[src/rtl/tsc_pkg.sv]
package tsc_pkg;
    localparam int unsigned TX_CTRL_OFS = 'h14;
    localparam int unsigned TX_LO_OFS   = 'h18;
    localparam int unsigned TX_HI_OFS   = 'h1C;
    localparam int unsigned RX_CTRL_OFS = 'h20;
    localparam int unsigned RX_LO_OFS   = 'h24;
    localparam int unsigned RX_HI_OFS   = 'h28;

    localparam int unsigned FULL_BIT = 0;
    localparam int unsigned TYPE_LSB = 1;
    localparam int unsigned TYPE_W   = 3;
    localparam int unsigned EN_BIT   = 4;
    localparam int unsigned FREQ_BIT = 5;

    localparam logic [TYPE_W-1:0] TYPE_EVERY = 3'b100;

    typedef struct packed {
        logic              tx_en;
        logic              rx_en;
        logic [TYPE_W-1:0] rx_type;
    } tsc_ctrl_t;
endpackage

[src/rtl/tsc_ctrl_regs.sv]
module tsc_ctrl_regs
    import tsc_pkg::*;
#(
    parameter int ADDR_W = 8,
    parameter int DATA_W = 32
) (
    input  logic              clk,
    input  logic              rst_n,
    input  logic              wr_i,
    input  logic [ADDR_W-1:0] addr_i,
    input  logic [DATA_W-1:0] wdata_i,
    output tsc_ctrl_t         ctrl_o
);
    tsc_ctrl_t ctrl_d, ctrl_q;
    logic      unused_wdata;

    assign unused_wdata = ^wdata_i;

    always_comb begin
        ctrl_d = ctrl_q;
        if (wr_i && addr_i == ADDR_W'(TX_CTRL_OFS)) begin
            ctrl_d.tx_en = wdata_i[EN_BIT];
        end
        if (wr_i && addr_i == ADDR_W'(RX_CTRL_OFS)) begin
            ctrl_d.rx_en   = wdata_i[EN_BIT];
            ctrl_d.rx_type = wdata_i[TYPE_LSB +: TYPE_W];
        end
    end

    always_ff @(posedge clk or negedge rst_n) begin
        if (!rst_n) ctrl_q <= '0;
        else        ctrl_q <= ctrl_d;
    end

    assign ctrl_o = ctrl_q;
endmodule

[src/rtl/tsc_stamp_slot.sv]
module tsc_stamp_slot #(
    parameter int TS_W = 64
) (
    input  logic            clk,
    input  logic            rst_n,
    input  logic            arm_i,
    input  logic            event_i,
    input  logic [TS_W-1:0] time_i,
    input  logic            release_i,
    output logic            full_o,
    output logic [TS_W-1:0] stamp_o,
    output logic            taken_o
);
    typedef struct packed {
        logic            full;
        logic [TS_W-1:0] stamp;
    } slot_t;

    slot_t slot_d, slot_q;

    assign taken_o = event_i && arm_i && !slot_q.full;

    always_comb begin
        slot_d = slot_q;
        if (taken_o) begin
            slot_d.full  = 1'b1;
            slot_d.stamp = time_i;
        end else if (release_i) begin
            slot_d.full = 1'b0;
        end
    end

    always_ff @(posedge clk or negedge rst_n) begin
        if (!rst_n) slot_q <= '0;
        else        slot_q <= slot_d;
    end

    assign full_o  = slot_q.full;
    assign stamp_o = slot_q.stamp;
endmodule

[src/rtl/pkt_tstamp_capture.sv]
module pkt_tstamp_capture
    import tsc_pkg::*;
#(
    parameter int ADDR_W = 8,
    parameter int DATA_W = 32
) (
    input  logic                clk,
    input  logic                rst_n,
    input  logic                reg_wr,
    input  logic                reg_rd,
    input  logic [ADDR_W-1:0]   reg_addr,
    input  logic [DATA_W-1:0]   reg_wdata,
    output logic [DATA_W-1:0]   reg_rdata,
    input  logic [2*DATA_W-1:0] sys_time,
    input  logic                sysclk_fast,
    input  logic                rx_event,
    output logic                rx_stamped,
    input  logic                tx_event,
    input  logic                tx_req
);
    localparam int TS_W = 2 * DATA_W;

    tsc_ctrl_t        ctrl;
    logic             tx_valid, rx_valid;
    logic [TS_W-1:0]  tx_stamp, rx_stamp;
    logic             tx_release, rx_release;
    logic             tx_taken;
    logic             unused_tx_taken;

    assign tx_release      = reg_rd && reg_addr == ADDR_W'(TX_HI_OFS);
    assign rx_release      = reg_rd && reg_addr == ADDR_W'(RX_HI_OFS);
    assign unused_tx_taken = tx_taken;

    tsc_ctrl_regs #(.ADDR_W(ADDR_W), .DATA_W(DATA_W)) u_ctrl (
        .clk     (clk),
        .rst_n   (rst_n),
        .wr_i    (reg_wr),
        .addr_i  (reg_addr),
        .wdata_i (reg_wdata),
        .ctrl_o  (ctrl)
    );

    tsc_stamp_slot #(.TS_W(TS_W)) u_tx_slot (
        .clk       (clk),
        .rst_n     (rst_n),
        .arm_i     (ctrl.tx_en && tx_req),
        .event_i   (tx_event),
        .time_i    (sys_time),
        .release_i (tx_release),
        .full_o    (tx_valid),
        .stamp_o   (tx_stamp),
        .taken_o   (tx_taken)
    );

    tsc_stamp_slot #(.TS_W(TS_W)) u_rx_slot (
        .clk       (clk),
        .rst_n     (rst_n),
        .arm_i     (ctrl.rx_en && ctrl.rx_type == TYPE_EVERY),
        .event_i   (rx_event),
        .time_i    (sys_time),
        .release_i (rx_release),
        .full_o    (rx_valid),
        .stamp_o   (rx_stamp),
        .taken_o   (rx_stamped)
    );

    always_comb begin
        reg_rdata = '0;
        case (reg_addr)
            ADDR_W'(TX_CTRL_OFS): begin
                reg_rdata[FULL_BIT] = tx_valid;
                reg_rdata[EN_BIT]   = ctrl.tx_en;
            end
            ADDR_W'(TX_LO_OFS): reg_rdata = tx_stamp[DATA_W-1:0];
            ADDR_W'(TX_HI_OFS): reg_rdata = tx_stamp[TS_W-1:DATA_W];
            ADDR_W'(RX_CTRL_OFS): begin
                reg_rdata[FULL_BIT]              = rx_valid;
                reg_rdata[TYPE_LSB +: TYPE_W]    = ctrl.rx_type;
                reg_rdata[EN_BIT]                = ctrl.rx_en;
                reg_rdata[FREQ_BIT]              = sysclk_fast;
            end
            ADDR_W'(RX_LO_OFS): reg_rdata = rx_stamp[DATA_W-1:0];
            ADDR_W'(RX_HI_OFS): reg_rdata = rx_stamp[TS_W-1:DATA_W];
            default:            reg_rdata = '0;
        endcase
    end
endmodule

[config.mk]
export PLATFORM = sky130hd
export DESIGN_NAME = pkt_tstamp_capture
export DESIGN_NICKNAME = d
export VERILOG_FILES = /design/src/rtl/tsc_pkg.sv /design/src/rtl/tsc_ctrl_regs.sv /design/src/rtl/tsc_stamp_slot.sv /design/src/rtl/pkt_tstamp_capture.sv
export SDC_FILE = /design/constraint.sdc
export NUM_CORES = 1
export LEC_CHECK = 0
export BUFFER_PORTS_ARGS = -buffer_cell sky130_fd_sc_hd__buf_2
export CAP_MARGIN = 10
export CORE_UTILIZATION = 48
export DETAILED_ROUTE_END_ITERATION = 10
export PLACE_DENSITY = 0.83
export SYNTH_ARGS = -nofsm -noshare
export SYNTH_HDL_FRONTEND = slang
export SYNTH_SLANG_ARGS = --single-unit
[constraint.sdc]
create_clock -name clk -period 1.6 [get_ports clk]
set_input_delay 0.24 -clock clk [delete_from_list [all_inputs] [get_ports clk]]
set_output_delay 0.24 -clock clk [all_outputs]
set_load 0.03 [all_outputs]
==> results.sh, run 1 <==
export IMPL_power_density_nw_per_um2=962
export IMPL_seqCellArea_um2=3380
export IMPL_min_to="u_ctrl.ctrl_o[2]"
export IMPL_critPathBufInv=3
export IMPL_gp_congestion=0.862
export IMPL_nNetsFinal=696
export IMPL_irDropWorstVdd_mv=0.616
export IMPL_h_tree_depth=4
export IMPL_swShare_pct=23.5
export IMPL_post_drt_wl_per_cell_um=24.0
export IMPL_start_util_pct=49.4
export IMPL_slowest_stage="and4_4"
export IMPL_maxCapViolCount=0
export IMPL_hp_class="input port to flip-flop"
export IMPL_hpwl_um=9520
export IMPL_outcome="complete, but fails checks"
export IMPL_startpoint_type="input port"
export IMPL_dr_pass1_iters=5
export IMPL_finalCritPeriodShare_pct=114
export IMPL_ff2ff_path_depth=6
export IMPL_netlist_area_um2=5960
export IMPL_ios=145
export IMPL_critPathRequiredTime_ns=1.36
export IMPL_drt_iter0_drc=240
export IMPL_setup_viol=97
export IMPL_clk_latency_ns=0.43
export IMPL_path_class="input port to primary output"
export IMPL_dp_slack_ns=-0.312
export IMPL_max_slew_margin_pct=73.9
export IMPL_finalMaxSlewViolations=0
export IMPL_fin_total_pwr_mw=8.52
export IMPL_grt_max_degree=66
export IMPL_core_area_um2=12100
export IMPL_leakage_nw=4.12
export IMPL_p_int_mw=6.52
export IMPL_fin_setup_tns_ns=-14.44
export IMPL_end_kind="primary output"
export IMPL_cts_buffers=17
export IMPL_r2r_start="u_rx_slot.full_o"
export IMPL_hold_depth=2
export IMPL_combPwrFrac_pct=9.4
export IMPL_path_delay_family="simple AND/OR/NAND/NOR gates"
export IMPL_final_common_cell="dfrtp_1"
export IMPL_worst_clock_skew_ns=0.0104
export IMPL_die_y_um=113
export IMPL_multiInputGateArea_um2=3020
export IMPL_violations="setup timing"
export IMPL_layout_common_cells="dfrtp_1 (135), mux2_2 (85), buf_2 (78)"
export IMPL_slowest_delay_ns=0.37
export IMPL_hold_viol_final=0
export IMPL_track_usage_pct=28.4
export IMPL_drc=0
export IMPL_seqPwrFrac_pct=46.6
export IMPL_grt_antenna_before_repair=0
export IMPL_syn_mean_instance_area_um2=13.9
export IMPL_critPathArrivalTime_ns=1.58
export IMPL_rrSetupSlack_ns=-0.19
export IMPL_cts_buffer_depth=2
export IMPL_rows=40
export IMPL_nFillCells=737
export IMPL_ys_warn_count=0
export IMPL_rsz0062_at_grt="true"
export IMPL_stdcell_count=766
export IMPL_vias_per_cell=5.96
export IMPL_p_sw_mw=2.00
export IMPL_die_w_um=113
export IMPL_yosysSeqAreaShare_pct=56.7
export IMPL_clk_pin_slew_ns=0.05
export IMPL_io_buffers=116
export IMPL_worst_slack_ns=-0.221
export IMPL_clock_fmax_mhz=549
export IMPL_ys_types=32
export IMPL_cp_max_fo=8
export IMPL_synth_seq_cells=135
export IMPL_path_cells="buf_12 > nor4b_4 > and4_4 > buf_12 > a22oi_2 > o21ai_2 > buf_6"
export IMPL_syn_nets=539
export IMPL_routed_wl_um=18400
export IMPL_grt_pass1_wl_um=26800
export IMPL_rr_endpoint="u_rx_slot.stamp_o[18]"
export IMPL_worstHoldStart="reg_wdata[3]"
export IMPL_dp_cells=709
export IMPL_syn_to_final_growth_pct=48.6
export IMPL_worst_slew_pin_slew_ns=0.392
export IMPL_via_count=4565
export IMPL_grt_pass1_vias=4935
export IMPL_drtAntennaViolNets=0
export IMPL_grt_overflow_total=0
export IMPL_syn_inst=427
export IMPL_period_needed_ns=1.82
export IMPL_drive_above_1_share_pct=68.0
export IMPL_clkPwrFrac_pct=44.0
export IMPL_die_area_um2=12900
export IMPL_root_buffer="clkbuf_16"
export IMPL_cpMostUsedCell="buf_12"
export IMPL_clock_sinks=135
export IMPL_cts_tree="yes"
-- metrics by stage --
step                utilization (%)  hold slack [ns]  area, um^2
finish                         73.4           0.0539        8850
global route                   73.4           0.0408        8850
CTS                            70.9           0.0385        8550
detailed placement             59.4            0.174        7170
global placement               59.4            0.167        7170
floorplan                         -          -0.0556        6170
-- layout make-up --
class / count / area share (%)
Antenna cell: 1 / 0.0283
Sequential cell: 135 / 38.2
Multi-Input combinational cell: 262 / 34.1
Clock inverter: 8 / 0.792
Clock buffer: 24 / 5.67
Timing Repair Buffer: 168 / 18.9
Tap cell: 168 / 2.38
-- worst max path at each step --
stage	startpoint	to	cells after the start
global placement	reg_addr[4]	reg_rdata[14]	6
detailed placement	reg_addr[6]	reg_rdata[23]	7
CTS	reg_addr[4]	reg_rdata[23]	9
finish	reg_addr[6]	reg_rdata[31]	7
global route	u_rx_slot.full_o	rx_stamped	4
floorplan	reg_addr[3]	reg_rdata[25]	5
-- Yosys cell counts --
master | count | share of area [%]
a21bo_1 | 1 | 0.17
nand2b_1 | 1 | 0.11
clkbuf_1 | 11 | 0.69
nor3b_1 | 2 | 0.25
mux2_2 | 133 | 25
and3_1 | 1 | 0.11
o21ai_0 | 26 | 2.2
nand3_1 | 1 | 0.084
nor2b_1 | 3 | 0.32
a22oi_1 | 55 | 6.9
nor2_1 | 5 | 0.32
nand2_1 | 3 | 0.19
or4_1 | 1 | 0.13
nor4b_4 | 2 | 0.80
a22o_1 | 6 | 0.88
dfrtp_1 | 135 | 57
buf_6 | 2 | 0.38
a32oi_1 | 2 | 0.29
and4b_1 | 1 | 0.17
o22ai_1 | 2 | 0.21
a21o_1 | 1 | 0.13
nand4b_1 | 2 | 0.29
buf_4 | 2 | 0.25
buf_2 | 15 | 1.3
a221o_1 | 3 | 0.50
o21ai_1 | 1 | 0.084
mux2i_1 | 4 | 0.67
a31o_2 | 2 | 0.29
nor4_1 | 1 | 0.11
nand4_1 | 1 | 0.11
nor3_1 | 1 | 0.084
and4_1 | 1 | 0.15
-- metal layers --
layer | GRT usage (%) | vias up | part of all wire [%] | routed length (um)
met5 | 0 | - | 0 | 0
met4 | 14.0 | 0 | 3.0 | 549
met3 | 6.96 | 51 | 5.5 | 1010
met2 | 47.1 | 188 | 51 | 9400
met1 | 35.0 | 2382 | 41 | 7460
li1 | - | 1944 | - | -
-- repair_timing --
item	in CTS	in global routing
hold buffers	1	0
setup buffers	12	3
pin swaps	10	25
gates cloned	9	4
resized for setup	125	71
hold endpoints to repair	37	0
setup endpoints to repair	97	98
-- power by group through the flow --
stage	Combinational (mW)	Clock, mW	Sequential [mW]
after floorplan	0.389	0	3.91
after global placement	0.669	0	3.94
after detailed placement	0.709	0	3.97
after CTS	0.750	3.77	3.94
after global routing	0.857	3.95	3.99
final	0.799	3.75	3.97
-- state kept, by name, summed over array words and instances (netlist names) --
signal             cells
u_ctrl.ctrl_o          5
u_rx_slot.full_o       1
u_rx_slot.stamp_o     64
u_tx_slot.full_o       1
u_tx_slot.stamp_o     64
-- cell families after synthesis --
| kind of cell | after synthesis | synth area share (%) |
|---|---|---|
| compound gates | 99 | 11.7 |
| flops | 135 | 56.7 |
| buf+inv | 30 | 2.58 |
| simple gates | 26 | 3.19 |
| mux | 137 | 25.8 |
Note: power is estimated with default switching activity, not from simulation.
==> inputs of run 2 (changes only) <==
Settings changed: CELL_PAD_IN_SITES_DETAIL_PLACEMENT from default to 0, CELL_PAD_IN_SITES_GLOBAL_PLACEMENT from default to 1, CORE_UTILIZATION 48 to 39.
==> results.sh, run 2 (synthesis gave the netlist of run 1 again) <==
export IMPL_layout_common_cells="dfrtp_1 (135), mux2_2 (97), buf_2 (79)"
export IMPL_drt_iter0_drc=246
export IMPL_power_density_nw_per_um2=1000
export IMPL_h_tree_depth=4
export IMPL_critPathArrivalTime_ns=1.61
export IMPL_outcome="complete, but fails checks"
export IMPL_fin_area_um2=8810
export IMPL_worst_clock_skew_ns=0.00811
export IMPL_drc=20
export IMPL_critPathBufInv=4
export IMPL_worst_slack_ns=-0.254
export IMPL_rows=44
export IMPL_dr_pass1_iters=8
export IMPL_path_class="input port to primary output"
export IMPL_cts_buffers=17
export IMPL_die_area_um2=15800
export IMPL_ios=145
export IMPL_vias_per_cell=5.64
export IMPL_period_needed_ns=1.85
export IMPL_grt_max_degree=66
export IMPL_crit_cells=8
export IMPL_drtAntennaViolNets=0
export IMPL_hold_viol_final=0
export IMPL_io_buffers=116
export IMPL_die_y_um=126
export IMPL_hp_class="input port to flip-flop"
export IMPL_drive_above_1_share_pct=67.8
export IMPL_path_cells="buf_8 > nor4b_4 > and4b_2 > buf_6 > buf_12 > a22oi_2 > o21ai_2 > buf_6"
export IMPL_clock_sinks=135
export IMPL_final_common_cell="dfrtp_1"
export IMPL_end_kind="primary output"
export IMPL_dp_cells=725
export IMPL_nFillCells=1124
export IMPL_critPathRequiredTime_ns=1.36
export IMPL_grt_antenna_before_repair=1
export IMPL_start_util_pct=40.5
export IMPL_combPwrFrac_pct=8.7
export IMPL_cts_tree="yes"
export IMPL_violations="DRC, setup timing"
export IMPL_grt_overflow_total=0
export IMPL_root_buffer="clkbuf_16"
export IMPL_maxCapViolCount=0
export IMPL_seqPwrFrac_pct=44.7
export IMPL_cpMostUsedCell="buf_6"
export IMPL_via_count=4408
export IMPL_swShare_pct=22.8
export IMPL_p_sw_mw=2.01
export IMPL_clk_latency_ns=0.41
export IMPL_cts_buffer_depth=2
export IMPL_slowest_delay_ns=0.33
export IMPL_cp_max_fo=8
export IMPL_gp_congestion=0.824
export IMPL_stdcell_count=782
export IMPL_grt_pass1_wl_um=27000
export IMPL_rsz0062_at_grt="true"
export IMPL_clk_pin_slew_ns=0.06
export IMPL_leakage_nw=4.12
export IMPL_finalMaxSlewViolations=0
export IMPL_post_drt_wl_per_cell_um=23.1
export IMPL_dp_slack_ns=-0.328
export IMPL_setup_viol=88
export IMPL_hold_depth=2
export IMPL_nNetsFinal=698
export IMPL_irDropWorstVdd_mv=0.772
export IMPL_finalCritPeriodShare_pct=116
export IMPL_placed_cell_area_um2=7150
export IMPL_die_w_um=126
export IMPL_hpwl_um=10000
export IMPL_clkPwrFrac_pct=46.6
export IMPL_path_delay_family="simple AND/OR/NAND/NOR gates"
export IMPL_max_slew_margin_pct=72.7
export IMPL_routed_wl_um=18000
export IMPL_syn_to_final_growth_pct=48.0
export IMPL_track_usage_pct=23.0
export IMPL_startpoint_type="input port"
export IMPL_grt_pass1_vias=4782
export IMPL_ff2ff_path_depth=6
export IMPL_slowest_stage="and4b_2"
export IMPL_core_area_um2=14700
export IMPL_clock_fmax_mhz=539
export IMPL_worst_slew_pin_slew_ns=0.409
export IMPL_p_int_mw=6.81
run 2: cell types whose count changed in the layout (fill, tap and decap cells not counted), sizes merged:
cell and delta:
buf +2, clkinv -1, clkbuf -5, inv +1, bufinv +3
run 2: path summary, 6_finish.rpt:
kind	startpoint	to	slack, ns
setup / recovery	reg_addr[4]	reg_rdata[25]	-0.25
hold / removal	reg_wdata[2]	u_ctrl.ctrl_o[1]	0.07
setup reg to reg	u_rx_slot.full_o	u_rx_slot.stamp_o[58]	-0.21
hold reg to reg	u_rx_slot.stamp_o[51]	u_rx_slot.stamp_o[51]	0.51
max in group asynchronous	rst_n	u_tx_slot.stamp_o[19]	0.76
min in group asynchronous	rst_n	u_rx_slot.stamp_o[18]	0.27
run 2: area by class of cell:
| type | instances | area (um^2) | area share (%) |
|---|---|---|---|
| antenna | 1 | 2.50 | 0.0284 |
| clock buffer | 19 | 443 | 5.03 |
| clock inverter | 11 | 175 | 1.99 |
| multi-input combinational | 262 | 2940 | 33.4 |
| sequential | 135 | 3380 | 38.3 |
| tap | 184 | 230 | 2.61 |
| timing repair buffer | 170 | 1640 | 18.6 |
run 2: power groups by stage:
stage / Combinational, mW / Sequential [mW] / Clock, mW
4_1_cts: 0.752 / 3.93 / 4.14
3_3_place_gp: 0.673 / 3.95 / 0
5_1_grt: 0.833 / 3.98 / 4.31
2_1_floorplan: 0.389 / 3.91 / 0
6_report: 0.768 / 3.95 / 4.11
3_5_place_dp: 0.711 / 3.97 / 0
run 2: per-layer routing:
layer	share of wire [%]	GRT usage, %	up-vias
met5	0	0	-
met2	50	38.2	138
met4	1.2	6.53	0
met1	44	30.0	2297
met3	4.8	5.35	21
li1	-	-	1952
run 2: what timing repair did:
item                                    CTS  global route
endpoints found under the setup margin   71            98
setup buffers                            13             1
resized for setup                       137            33
gates cloned                              9             5
pin swaps                                14            16
hold buffers                              1             0
endpoints found under the hold margin    62             0
run 2: through the flow:
step	power [mW]	hold slack [ns]	utilization, %	TNS (ns)
detailed placement	4.68	0.118	48.6	-11.40
global placement	4.62	0.116	48.6	-9.99
CTS	8.82	0.0599	58.7	-16.32
floorplan	4.30	-0.0556	-	-2.33
finish	8.83	0.0733	60.0	-14.41
global route	9.12	0.0593	59.9	-20.46
